===== config.mk =====
export PLATFORM = sky130hd
export DESIGN_NAME = cdev_port
export DESIGN_NICKNAME = d
export VERILOG_FILES = /design/src/rtl/cdev_pkg.sv /design/src/rtl/cdev_decode.sv /design/src/rtl/cdev_rx.sv /design/src/rtl/cdev_tx.sv /design/src/rtl/cdev_port.sv
export SDC_FILE = /design/constraint.sdc
export NUM_CORES = 1
export LEC_CHECK = 0
export ABC_AREA = 1
export BUFFER_PORTS_ARGS = -buffer_cell sky130_fd_sc_hd__buf_4
export CORE_MARGIN = 5
export CORE_UTILIZATION = 45
export CTS_CLUSTER_SIZE = 16
export DETAILED_ROUTE_END_ITERATION = 10
export PLACE_DENSITY = 0.82
export SYNTH_ARGS = -nofsm -noshare
export SYNTH_HDL_FRONTEND = slang
export SYNTH_HIERARCHICAL = 1
export SYNTH_SLANG_ARGS = --single-unit

===== constraint.sdc =====
create_clock -name clk -period 1.4 [get_ports clk]
set_clock_uncertainty 0.2 [all_clocks]
set_input_delay 0.07 -clock clk [delete_from_list [all_inputs] [get_ports clk]]
set_output_delay 0.07 -clock clk [all_outputs]
set_load 0.02 [all_outputs]

===== src/rtl/cdev_pkg.sv =====
package cdev_pkg;
  localparam int NREG       = 4;
  localparam int OFF_STAT   = 0;
  localparam int OFF_CTRL   = 1;
  localparam int OFF_DIN    = 2;
  localparam int OFF_DOUT   = 3;
  localparam int ST_IN_RDY  = 0;
  localparam int ST_OUT_RDY = 1;
  localparam int ST_OVR     = 3;
  localparam int CT_KB_IE   = 2;
  localparam int CT_DP_IE   = 3;
endpackage


===== src/rtl/cdev_decode.sv =====
module cdev_decode #(
  parameter int ADDR_W = 16,
  parameter int NREG = 4,
  parameter logic [ADDR_W-1:0] BASE = 16'hFF00
) (
  input  logic [ADDR_W-1:0] addr,
  output logic [NREG-1:0]   sel
);
  localparam int OFFS_W = $clog2(NREG);

  logic hit;
  assign hit = (addr[ADDR_W-1:OFFS_W] == BASE[ADDR_W-1:OFFS_W]);

  // one select line per register in the window
  for (genvar g = 0; g < NREG; g++) begin : g_sel
    assign sel[g] = hit && (addr[OFFS_W-1:0] == OFFS_W'(g));
  end
endmodule


===== src/rtl/cdev_rx.sv =====
module cdev_rx #(
  parameter int DW = 8
) (
  input  logic          clk,
  input  logic          rst_n,
  input  logic          kb_valid,
  input  logic [DW-1:0] kb_data,
  output logic          kb_ready,
  input  logic          rd_din,
  input  logic          rd_stat,
  output logic [DW-1:0] din_q,
  output logic          in_rdy,
  output logic          ovr
);
  assign kb_ready = 1'b1;

  always_ff @(posedge clk or negedge rst_n) begin
    if (!rst_n) begin
      din_q  <= '0;
      in_rdy <= 1'b0;
    end else if (kb_valid) begin
      din_q  <= kb_data;
      in_rdy <= 1'b1;
    end else if (rd_din) begin
      in_rdy <= 1'b0;
    end
  end

  always_ff @(posedge clk or negedge rst_n) begin
    if (!rst_n) begin
      ovr <= 1'b0;
    end else if (kb_valid && in_rdy && !rd_din) begin
      ovr <= 1'b1;
    end else if (rd_stat) begin
      ovr <= 1'b0;
    end
  end


  arrival_capture_chk: assert property (@(posedge clk) disable iff (!rst_n)
    kb_valid |=> in_rdy && (din_q == $past(kb_data)));

  read_clears_chk: assert property (@(posedge clk) disable iff (!rst_n)
    rd_din && !kb_valid |=> !in_rdy);

  overrun_set_chk: assert property (@(posedge clk) disable iff (!rst_n)
    kb_valid && in_rdy && !rd_din |=> ovr);
endmodule


===== src/rtl/cdev_tx.sv =====
module cdev_tx #(
  parameter int DW = 8
) (
  input  logic          clk,
  input  logic          rst_n,
  input  logic          wr_dout,
  input  logic [DW-1:0] wdata,
  output logic          dp_valid,
  output logic [DW-1:0] dp_data,
  input  logic          dp_ready,
  output logic          out_rdy
);
  assign out_rdy = !dp_valid;

  always_ff @(posedge clk or negedge rst_n) begin
    if (!rst_n) begin
      dp_valid <= 1'b0;
      dp_data  <= '0;
    end else if (dp_valid) begin
      if (dp_ready) dp_valid <= 1'b0;
    end else if (wr_dout) begin
      dp_valid <= 1'b1;
      dp_data  <= wdata;
    end
  end


  hold_while_stalled_chk: assert property (@(posedge clk) disable iff (!rst_n)
    dp_valid && !dp_ready |=> dp_valid && $stable(dp_data));

  release_on_accept_chk: assert property (@(posedge clk) disable iff (!rst_n)
    dp_valid && dp_ready |=> !dp_valid);

  busy_write_ignored_chk: assert property (@(posedge clk) disable iff (!rst_n)
    wr_dout && dp_valid |=> $stable(dp_data));
endmodule


===== src/rtl/cdev_port.sv =====
module cdev_port
  import cdev_pkg::*;
#(
  parameter int ADDR_W = 16,
  parameter int DW = 8,
  parameter logic [ADDR_W-1:0] BASE = 16'hFF00
) (
  input  logic              clk,
  input  logic              rst_n,
  input  logic [ADDR_W-1:0] bus_addr,
  input  logic              bus_rd,
  input  logic              bus_wr,
  input  logic [DW-1:0]     bus_wdata,
  output logic [DW-1:0]     bus_rdata,
  input  logic              kb_valid,
  input  logic [DW-1:0]     kb_data,
  output logic              kb_ready,
  output logic              dp_valid,
  output logic [DW-1:0]     dp_data,
  input  logic              dp_ready,
  output logic              irq_kb,
  output logic              irq_dp,
  output logic              irq
);
  logic [NREG-1:0] sel;
  logic [DW-1:0]   din_q;
  logic            in_rdy, ovr, out_rdy;
  logic            kb_ie, dp_ie;
  logic            rd_stat, rd_din, wr_ctrl, wr_dout;
  logic [DW-1:0]   stat_v, ctrl_v;

  cdev_decode #(.ADDR_W(ADDR_W), .NREG(NREG), .BASE(BASE)) u_dec (
    .addr(bus_addr), .sel(sel)
  );

  assign rd_stat = bus_rd && sel[OFF_STAT];
  assign rd_din  = bus_rd && sel[OFF_DIN];
  assign wr_ctrl = bus_wr && sel[OFF_CTRL];
  assign wr_dout = bus_wr && sel[OFF_DOUT];

  cdev_rx #(.DW(DW)) u_rx (
    .clk(clk), .rst_n(rst_n), .kb_valid(kb_valid), .kb_data(kb_data),
    .kb_ready(kb_ready), .rd_din(rd_din), .rd_stat(rd_stat),
    .din_q(din_q), .in_rdy(in_rdy), .ovr(ovr)
  );

  cdev_tx #(.DW(DW)) u_tx (
    .clk(clk), .rst_n(rst_n), .wr_dout(wr_dout), .wdata(bus_wdata),
    .dp_valid(dp_valid), .dp_data(dp_data), .dp_ready(dp_ready),
    .out_rdy(out_rdy)
  );

  always_ff @(posedge clk or negedge rst_n) begin
    if (!rst_n) begin
      kb_ie <= 1'b0;
      dp_ie <= 1'b0;
    end else if (wr_ctrl) begin
      kb_ie <= bus_wdata[CT_KB_IE];
      dp_ie <= bus_wdata[CT_DP_IE];
    end
  end

  always_comb begin
    stat_v = '0;
    stat_v[ST_IN_RDY]  = in_rdy;
    stat_v[ST_OUT_RDY] = out_rdy;
    stat_v[ST_OVR]     = ovr;
    ctrl_v = '0;
    ctrl_v[CT_KB_IE] = kb_ie;
    ctrl_v[CT_DP_IE] = dp_ie;
  end

  always_comb begin
    bus_rdata = '0;
    if (bus_rd) begin
      if (sel[OFF_STAT]) bus_rdata = bus_rdata | stat_v;
      if (sel[OFF_CTRL]) bus_rdata = bus_rdata | ctrl_v;
      if (sel[OFF_DIN])  bus_rdata = bus_rdata | din_q;
      if (sel[OFF_DOUT]) bus_rdata = bus_rdata | dp_data;
    end
  end

  assign irq_kb = in_rdy && kb_ie;
  assign irq_dp = out_rdy && dp_ie;
  assign irq    = irq_kb || irq_dp;


  kb_req_drop_chk: assert property (@(posedge clk) disable iff (!rst_n)
    rd_din && !kb_valid |=> !irq_kb);

  dp_req_drop_chk: assert property (@(posedge clk) disable iff (!rst_n)
    wr_dout && out_rdy |=> !irq_dp);
endmodule


==> metrics, run 1 <==
TritonCTS clock tree done; sequential cell area 525.5 um^2; wire per inst 16.28 um; CTS Sinks 21; Placed Cells 258; Leakage 1.201 nW; row cnt 18; MaxCap Viol Count 0; clock buffer depth 2; first-pass GRT wire length 7.024 mm; Yosys reg bits 21; setup violators final 7; worst hold path type in2reg; Initial Util 47.45%; Period minus WS final 1.510 ns; Die Y 61.34 um; num ports 59; status finished, violations left; Area growth, synth to finish 77.22%; First DRT Iteration DRCs 92; worst setup path endpoint bus_rdata[7]; mapped cell area 0.001186 mm^2; GRT Util Overall 25.90%; FF-to-FF path depth 6; failing checks setup timing; critical path class in2out; fin crit share 107.9%; DRC viols 0; WHS 0.06650 ns; layout cell share with drive strength beyond 1 40.15%; diode count 0; die width 61.34 um; Vias/cell 5.160; Post-Route WL 4.786 mm; syn avg cell area 7.060 um^2; Yosys top cell area share 44.30%; nets@finish 303; CP max FO 6; count of final max-slew check failures 0; Req. time, crit path 1.13 ns; Area contributors post-synth dfrtp_1, nand2_1, nand3_1; fillers 121; final setup margin -0.1104 ns; Detail Placement HPWL 2.354 mm; Root Driver clkbuf_4; internal reg-to-reg setup slack 0.05 ns; cells after synthesis 168; routed vias 1,517; initial antenna violation count 0; fmax 0.6621 GHz; area occupied by multi-input gates 593.1 um^2; Pwr Density 560.0 mW/mm^2; Finished Layout Cells 294; Max IR drop VDD 0.0006377 V; Seq/Total Area, Yosys 44.30%; Synth warnings 6; Synth area leader dfrtp_1; Clock Latency Late Sink 0.31 ns; RSZ-0062 raised after global routing yes; Synthesized Nets 206; Worst setup SP type input port; worst slack, placed -0.1353 ns; clock slew at the register clock pins of the worst setup and hold paths 0.12 ns; drt pass-1 iters 4; largest net degree at the start of global routing 22; Die ar. 0.003763 mm^2; GPL Wtd Cong 0.7815; Critical path origin bus_addr[2]; CTS Buf Count 3; core footprint 0.002500 mm^2; total congestion overflow 0; number of port buffers 57; FF-to-FF End u_tx/dp_data[2]$_DFFE_PN0P_; final core utilization 84.08%; post-route ant nets 0; Yosys cell types 18; Final Hold Vio Count 0; WP data arrival 1.24 ns; vias in the first global route 1,536; Crit. End Element output pin; CTS H-tree depth 1; critical register-to-register path startpoint u_tx/dp_valid$_DFF_PN0_
[report_power, final]
| group | internal (mW) | switching [mW] |
|---|---|---|
| Sequential | 0.627 | 0.0170 |
| Clock | 0.107 | 0.201 |
| Combinational | 0.131 | 0.0951 |
[layout make-up]
type / count / area share [%]
clock buffer: 3 / 1.071
inverter: 18 / 3.690
tap: 30 / 1.786
multi-input combinational: 123 / 28.21
sequential: 21 / 25.00
clock inverter: 1 / 0.2381
timing repair buffer: 98 / 40.00
[synth_stat cells]
master	n
buf_4	2
buf_6	4
clkinv_1	1
conb_1	1
dfrtp_1	21
inv_1	14
inv_2	1
inv_4	1
inv_8	1
nand2_1	89
nand2_2	2
nand2_4	1
nand3_1	17
nand3_2	2
nor2_1	4
nor2_2	2
nor3_1	4
o21ai_2	1
[placed cells by master (no fill, tap or decap), drive strengths merged]
cell / instances
buf: 74
clkbuf: 3
clkinv: 2
conb: 1
dfrtp: 21
dlygate4sd3: 24
inv: 17
nand2: 92
nand3: 19
nor2: 6
nor3: 4
o21ai: 1
[critical path, cell delays in order]
cell	delay (ns)
buf_4	0.12
nor2_4	0.11
nand3_4	0.11
nor3_2	0.19
buf_4	0.17
buf_6	0.12
nand3_1	0.10
nand2_1	0.12
buf_6	0.13
[logic make-up after synthesis]
family	count (synthesis)	synth area share [%]
buffers and inverters	24	11.60
other	1	0.3162
AO/OA/AOI/OAI	1	0.7385
AND/OR/NAND/NOR	121	43.04
flip-flops	21	44.30
[routing by layer]
metal	track usage [%]	up-vias	share of wire [%]
met3	4.403	23	10
met5	0	-	0
li1	-	696	-
met2	46.98	105	51
met1	28.48	693	35
met4	14.24	0	3.6
[worst min path at each step]
stage,from,to,cells past startpoint
finish,bus_addr[0],dp_ie$_DFFE_PN0P_,6
global route,bus_addr[0],kb_ie$_DFFE_PN0P_,6
CTS,bus_rd,u_rx/in_rdy$_DFFE_PN0P_,6
detailed placement,rst_n,u_rx/din_q[4]$_DFFE_PN0P_,1
global placement,rst_n,u_rx/din_q[4]$_DFFE_PN0P_,1
floorplan,rst_n,dp_ie$_DFFE_PN0P_,0
[stage by stage]
stage	setup TNS, ns	power, mW	instance area [um^2]
6_report	-0.4233	1.177	2102
5_1_grt	-1.151	1.230	2102
4_1_cts	-0.03522	1.154	2082
3_5_place_dp	-1.085	0.7992	1659
3_3_place_gp	-0.6899	0.7960	1659
2_1_floorplan	0	0.7009	1186
[sequential cells by signal, summed over array words and instances, names as in the netlist]
signal,flops
u_tx/dp_data,8
dp_ie,1
u_rx/din_q,8
kb_ie,1
u_tx/dp_valid,1
u_rx/ovr,1
u_rx/in_rdy,1
[repair_timing]
item                       CTS  global route
setup buffers                6             2
hold buffers                30             1
setup endpoints to repair    8            23
pin swaps                    6             5
hold endpoints to repair    42             7
gates resized for setup     11            23
Note: power is estimated with default switching activity, not from simulation.
==> run 2, diff against run 1 <==
CORE_UTILIZATION = 48   (was 45)
PLACE_DENSITY = 0.86   (was 0.82)
clock period = 1.9 ns   (was 1.4 ns; I/O delays follow)
==> run 2 against run 1 <==
The flow finishes with violations (hold timing). Flip-flop and latch count unchanged. Non-clock buffer count down 8. Die area fell by 5.2%. Critical path type is now in2reg. Largest cell class unchanged. Largest power group unchanged. Highest routed layer unchanged.
==> metrics, run 2 (same netlist as run 1, synthesis figures left out) <==
status finished, violations left (unchanged); failing checks hold timing (was setup timing); row cnt 18 (unchanged); Worst path slowest cell dlygate4sd3_1 (was nor3_2); TritonCTS clock tree done (unchanged); Comb pwr share 19.0% (was 19.2%); worst setup path endpoint u_rx/ovr$_DFFE_PN0P_ (was bus_rdata[7]); CP delay by family, top buffers and inverters (was simple AND/OR/NAND/NOR gates); First DRT Iteration DRCs 71 (was 92); Worst setup SP type input port (unchanged); drt pass-1 iters 4 (unchanged); Crit path buffers/inverters 6 (was 4); Root Driver clkbuf_4 (unchanged); Crit. End Element register (was output pin); initial antenna violation count 0 (unchanged); worst slack, placed 0.2875 ns (was -0.1353 ns); count of final max-slew check failures 0 (unchanged); Power Total 856.1 uW (was 1.177 mW); die width 59.71 um (was 61.34 um); CTS Buf Count 3 (unchanged); most common cell after layout, fill and taps aside nand2_1 (unchanged); fmax 0.5744 GHz; Final Hold Vio Count 22 (was 0); GRT Util Overall 24.76% (was 25.90%); post-CTS setup buffers 0 (was 6); final setup margin 0.1591 ns (was -0.1104 ns); GPL Wtd Cong 0.8095 (was 0.7815); WP data arrival 1.75 ns (was 1.24 ns); CP cell instances buf_4 -> inv_1 -> nand2_1 -> nor2_1 -> nand2_1 -> nor3_1 -> buf_4 -> nand2_2 -> inv_4 -> clkinv_1 -> nand3_2 -> nand2_1 -> dlygate4sd3_1 (was buf_4 -> nor2_4 -> nand3_4 -> nor3_2 -> buf_4 -> buf_6 -> nand3_1 -> nand2_1 -> buf_6); layout cell share with drive strength beyond 1 29.30% (was 40.15%); Critical path origin bus_addr[4] (was bus_addr[2]); FF-to-FF End u_rx/ovr$_DFFE_PN0P_ (was u_tx/dp_data[2]$_DFFE_PN0P_); sequential share of power 55.1% (was 54.7%); post-route ant nets 0 (unchanged); fin crit share 91.63%; routed vias 1,442 (was 1,517); area occupied by multi-input gates 528.0 um^2 (was 593.1 um^2); Regs by FF count u_rx/din_q (8), u_tx/dp_data (8) (unchanged); CTS H-tree depth 1 (unchanged); Area growth, synth to finish 64.03% (was 77.22%); number of port buffers 57 (unchanged); Max IR drop VDD 0.0006248 V (was 0.0006377 V); total congestion overflow 0 (unchanged); Die ar. 0.003565 mm^2 (was 0.003763 mm^2); fillers 154 (was 121); Crit path largest cell delay 0.55 ns (was 0.19 ns); sw frac 24.96% (was 26.57%); most frequent cells in the layout nand2_1, buf_4, dlygate4sd3_1 (unchanged); Vias/cell 5.042 (was 5.160); wire per inst 14.23 um (was 16.28 um); vias in the first global route 1,473 (was 1,536); final core utilization 80.74% (was 84.08%); Psw 213.7 uW (was 312.8 uW); CP max FO 5 (was 6); setup violators final 0 (was 7); CP most frequent cell nand2_1; clock slew at the register clock pins of the worst setup and hold paths 0.12 ns (about the same); RSZ-0062 raised after global routing no (was yes); instance count on the critical path 13 (was 9); Detail Placement HPWL 2.344 mm (was 2.354 mm); DRC viols 0 (unchanged); CTS Sinks 21 (unchanged); WHS -0.01383 ns (was 0.06650 ns); num ports 59 (unchanged); sequential cell area 525.5 um^2 (unchanged); Post-Route WL 4.069 mm (was 4.786 mm); largest net degree at the start of global routing 22 (unchanged); Period minus WS final 1.741 ns; critical register-to-register path startpoint u_rx/in_rdy$_DFFE_PN0P_ (was u_tx/dp_valid$_DFF_PN0_); nets@finish 295 (was 303); clock buffer depth 2 (unchanged); diode count 0 (unchanged); internal reg-to-reg setup slack 0.45 ns (was 0.05 ns); Final TNS setup 0 ns (was -0.4233 ns); Die Y 59.71 um (was 61.34 um); Pwr Density 440.0 mW/mm^2 (was 560.0 mW/mm^2); first-pass GRT wire length 6.686 mm (was 7.024 mm); Initial Util 49.22% (was 47.45%); Req. time, crit path 1.91 ns (was 1.13 ns); core footprint 0.002410 mm^2 (was 0.002500 mm^2); worst hold path type in2async (was in2reg); MaxCap Viol Count 0 (unchanged); clock power share 25.9% (was 26.1%); FF-to-FF path depth 3 (was 6); critical path class in2reg (was in2out); Leakage 1.115 nW (was 1.201 nW); Clock Latency Late Sink 0.31 ns (about the same); P_int 642.4 uW (was 864.4 uW)
## run 2: changes by cell type in the layout (fill, tap and decap cells not counted), moves of 2 or more
cell,before,now
nand2_2,6,2
buf_6,12,0
nand2_4,3,1
buf_4,62,60
nand2_1,83,89
nor3_1,0,3
inv_2,6,1
nor2_4,2,0
inv_1,9,14
nor3_2,4,1
dlygate4sd3_1,24,30
## run 2: worst reg2reg max path: cells and delay by family (launching register included)
kind          cells  cell delay (ns)
buf+inv           1             0.55
simple gates      2             0.14
flops             1             0.45
## run 2: power groups by stage
| stage | logic, mW | registers [mW] | clock network [mW] |
|---|---|---|---|
| detailed placement | 0.110 | 0.479 | 0 |
| CTS | 0.157 | 0.471 | 0.218 |
| global route | 0.177 | 0.473 | 0.234 |
| finish | 0.163 | 0.472 | 0.221 |
| floorplan | 0.0398 | 0.477 | 0 |
| global placement | 0.107 | 0.479 | 0 |
## run 2: stage by stage
| step | std cells | cell area [um^2] |
|---|---|---|
| 6_report | 286 | 1946 |
| 5_1_grt | 286 | 1946 |
| 4_1_cts | 287 | 1951 |
| 3_5_place_dp | 252 | 1614 |
| 3_3_place_gp | 252 | 1614 |
| 2_1_floorplan | 168 | 1186 |
## run 2: layout make-up
class,count,share of cell area [%]
Timing Repair Buffer,90,38.59
Multi-Input combinational cell,123,27.14
Sequential cell,21,27.01
Inverter,18,3.987
Tap cell,30,1.929
Clock buffer,4,1.350
## run 2: how the worst min path moves through the flow
| stage | end | slack [ns] | cells past startpoint |
|---|---|---|---|
| 2_1_floorplan | dp_ie$_DFFE_PN0P_ | -0.40 | 0 |
| 3_3_place_gp | u_rx/din_q[6]$_DFFE_PN0P_ | -0.21 | 1 |
| 3_5_place_dp | u_rx/din_q[7]$_DFFE_PN0P_ | -0.21 | 1 |
| 4_1_cts | kb_ie$_DFFE_PN0P_ | 0.004 | 5 |
| 5_1_grt | u_tx/dp_data[5]$_DFFE_PN0P_ | 0.0008 | 2 |
| 6_report | u_rx/din_q[7]$_DFFE_PN0P_ | -0.01 | 2 |
## run 2: metal layers
metal	part of all wire (%)	up-vias	GRT usage, %
li1	-	686	-
met1	39	659	30.92
met2	49	81	43.36
met3	9.1	16	4.104
met4	2.8	0	7.595
met5	0	-	0
## run 2: what timing repair did
action | in CTS | in global routing
resized for setup | 0 | 1
endpoints found under the setup margin | 0 | 22
hold buffers | 31 | 0
hold endpoints to repair | 42 | 0
==> run 3, diff against run 2 <==
GPL_TIMING_DRIVEN = 0   (was default)
==> run 3 against run 2 <==
Largest cell class unchanged. Power is 0.90% higher. Clock-buffer cell count is 1 lower. Critical endpoint is now bus_rdata[6]. Critical path depth fell by 2. Final area increased by 1.7%. Register-to-register slack improved by 0.35 ns. The run now ends clean. Sequential power about the same. Critical path type is now in2out. Final cell count increased by 0.35%. Die area did not move.
==> metrics, run 3 (same netlist as run 1, synthesis figures left out) <==
internal reg-to-reg setup slack 0.80 ns (was 0.45 ns); post-route ant nets 0 (unchanged); Pwr Density 436.4 mW/mm^2 (was 440.0 mW/mm^2); Die ar. 0.003565 mm^2 (unchanged); largest net degree at the start of global routing 22 (unchanged); total congestion overflow 0 (unchanged); fmax 0.6002 GHz (was 0.5744 GHz); CTS Sinks 21 (unchanged); Leakage 1.129 nW (was 1.115 nW); Post-Route WL 4.684 mm (was 4.069 mm); num ports 59 (unchanged); DRC viols 0 (unchanged); GRT met3 Usage 7.127% (was 4.104%); GR peak layer met2 (unchanged); initial antenna violation count 0 (unchanged); GRT Util Overall 28.33% (was 24.76%); CTS Buf Count 3 (unchanged); WHS 0.003173 ns (was -0.01383 ns); Root Driver clkbuf_4 (unchanged); most common cell after layout, fill and taps aside nand2_1 (unchanged); fin crit share 87.70% (was 91.63%); CTS H-tree depth 1 (unchanged); WP data arrival 1.37 ns (was 1.75 ns); Clock Latency Late Sink 0.31 ns (about the same); Period minus WS final 1.666 ns (was 1.741 ns); Initial Util 49.22% (unchanged); GPL Wtd Cong 0.8006 (was 0.8095); layout cell share with drive strength beyond 1 30.74% (was 29.30%); final setup margin 0.2338 ns (was 0.1591 ns); met1 usage 31.51% (was 30.92%); FF-to-FF End u_tx/dp_data[3]$_DFFE_PN0P_ (was u_rx/ovr$_DFFE_PN0P_); count of final max-slew check failures 0 (unchanged); number of port buffers 55 (was 57); Crit. End Element output pin (was register); Die Y 59.71 um (unchanged); sw frac 25.54% (was 24.96%); P_int 643.2 uW (was 642.4 uW); worst hold path type in2async (unchanged); FF-to-FF path depth 4 (was 3); critical path class in2out (was in2reg); Max IR drop VDD 0.0005777 V (was 0.0006248 V); Detail Placement HPWL 2.425 mm (was 2.344 mm); vias in the first global route 1,666 (was 1,473); TritonCTS clock tree done (unchanged); worst slack, placed 0.1299 ns (was 0.2875 ns); sequential share of power 54.8% (was 55.1%); Req. time, crit path 1.60 ns (was 1.91 ns); clock buffer depth 2 (unchanged); CP most frequent cell nand2_1 (unchanged); Psw 220.6 uW (was 213.7 uW); Worst path slowest cell nor3_2 (was dlygate4sd3_1); nets@finish 296 (was 295); Final TNS setup 0 ns (unchanged); MaxCap Viol Count 0 (unchanged); met2 GRT Util 47.53% (was 43.36%); wire per inst 16.32 um (was 14.23 um); Final Hold Vio Count 0 (was 22); Regs by FF count u_rx/din_q (8), u_tx/dp_data (8) (unchanged); critical register-to-register path startpoint u_tx/dp_valid$_DFF_PN0_ (was u_rx/in_rdy$_DFFE_PN0P_); first-pass GRT wire length 7.583 mm (was 6.686 mm); status completed (was finished, violations left); clock slew at the register clock pins of the worst setup and hold paths 0.13 ns (was 0.12 ns); routed vias 1,524 (was 1,442); First DRT Iteration DRCs 74 (was 71); RSZ-0062 raised after global routing no (unchanged); die width 59.71 um (unchanged); Worst setup SP type input port (unchanged); Vias/cell 5.310 (was 5.042); row cnt 18 (unchanged); Comb pwr share 19.9% (was 19.0%); Finished Layout Cells 287 (was 286); Area growth, synth to finish 66.88% (was 64.03%); CP cell instances buf_4 -> inv_1 -> nand2_1 -> nor2_1 -> nand2_1 -> nor3_2 -> nand2_2 -> inv_4 -> nand2_1 -> nand2_1 -> buf_4 (was buf_4 -> inv_1 -> nand2_1 -> nor2_1 -> nand2_1 -> nor3_1 -> buf_4 -> nand2_2 -> inv_4 -> clkinv_1 -> nand3_2 -> nand2_1 -> dlygate4sd3_1); Placed Cells 253 (was 252); most frequent cells in the layout nand2_1, buf_4, dlygate4sd3_1 (unchanged); setup violators final 0 (unchanged); post-CTS setup buffers 0 (unchanged); Crit path largest cell delay 0.34 ns (was 0.55 ns); CP max FO 5 (unchanged); core footprint 0.002410 mm^2 (unchanged); drt pass-1 iters 4 (unchanged); diode count 0 (unchanged); clock power share 25.3% (was 25.9%)
[run 3: power groups by stage]
stage / clock, mW / combinational (mW) / sequential (mW)
after floorplan: 0 / 0.0398 / 0.477
after global placement: 0 / 0.109 / 0.479
after detailed placement: 0 / 0.112 / 0.480
after CTS: 0.220 / 0.160 / 0.471
after global routing: 0.237 / 0.185 / 0.474
final: 0.219 / 0.172 / 0.473
[run 3: how the worst max path moves through the flow]
stage / startpoint / end / slack (ns) / cells past startpoint
6_report: bus_addr[4] / bus_rdata[6] / 0.23 / 11
3_3_place_gp: bus_addr[4] / bus_rdata[7] / 0.19 / 11
3_5_place_dp: bus_addr[3] / bus_rdata[4] / 0.13 / 9
4_1_cts: rst_n / u_rx/ovr$_DFFE_PN0P_ / 0.11 / 3
2_1_floorplan: bus_addr[7] / bus_rdata[3] / 0.45 / 7
5_1_grt: bus_addr[4] / bus_rdata[6] / 0.09 / 11
[run 3: routing by layer]
metal / vias up / wire length, um / share of wire [%]
met5: - / 0 / 0
met1: 694 / 1614 / 34
met2: 116 / 2271 / 48
li1: 684 / - / -
met4: 0 / 244 / 5.2
met3: 30 / 553 / 12
[run 3: area by class of cell]
cell class / count / area [um^2]
Fill cell: 142 / 430.4
Sequential cell: 21 / 525.5
Inverter: 18 / 77.57
Clock inverter: 1 / 5.005
Buffer: 6 / 60.06
Clock buffer: 3 / 22.52
Multi-Input combinational cell: 123 / 538.0
Tap cell: 30 / 37.54
Timing Repair Buffer: 85 / 713.2
[run 3: repair_timing]
item                                    4_1_cts  5_1_grt
endpoints found under the setup margin        0       29
hold buffers                                 31        0
hold endpoints to repair                     42        0
resized for setup                             0        3
[run 3: critical path, delay by kind of cell]
| kind | cells | cell delay (ns) |
|---|---|---|
| buffers and inverters | 4 | 0.38 |
| and+or+nand+nor | 7 | 0.89 |
[run 3: stage by stage]
| stage | area, um^2 | utilization [%] | total power, mW |
|---|---|---|---|
| after floorplan | 1186 | - | 0.5164 |
| after global placement | 1637 | 67.91 | 0.5886 |
| after detailed placement | 1637 | 67.91 | 0.5916 |
| after CTS | 1974 | 81.93 | 0.8509 |
| after global routing | 1979 | 82.14 | 0.8966 |
| final | 1979 | 82.14 | 0.8639 |
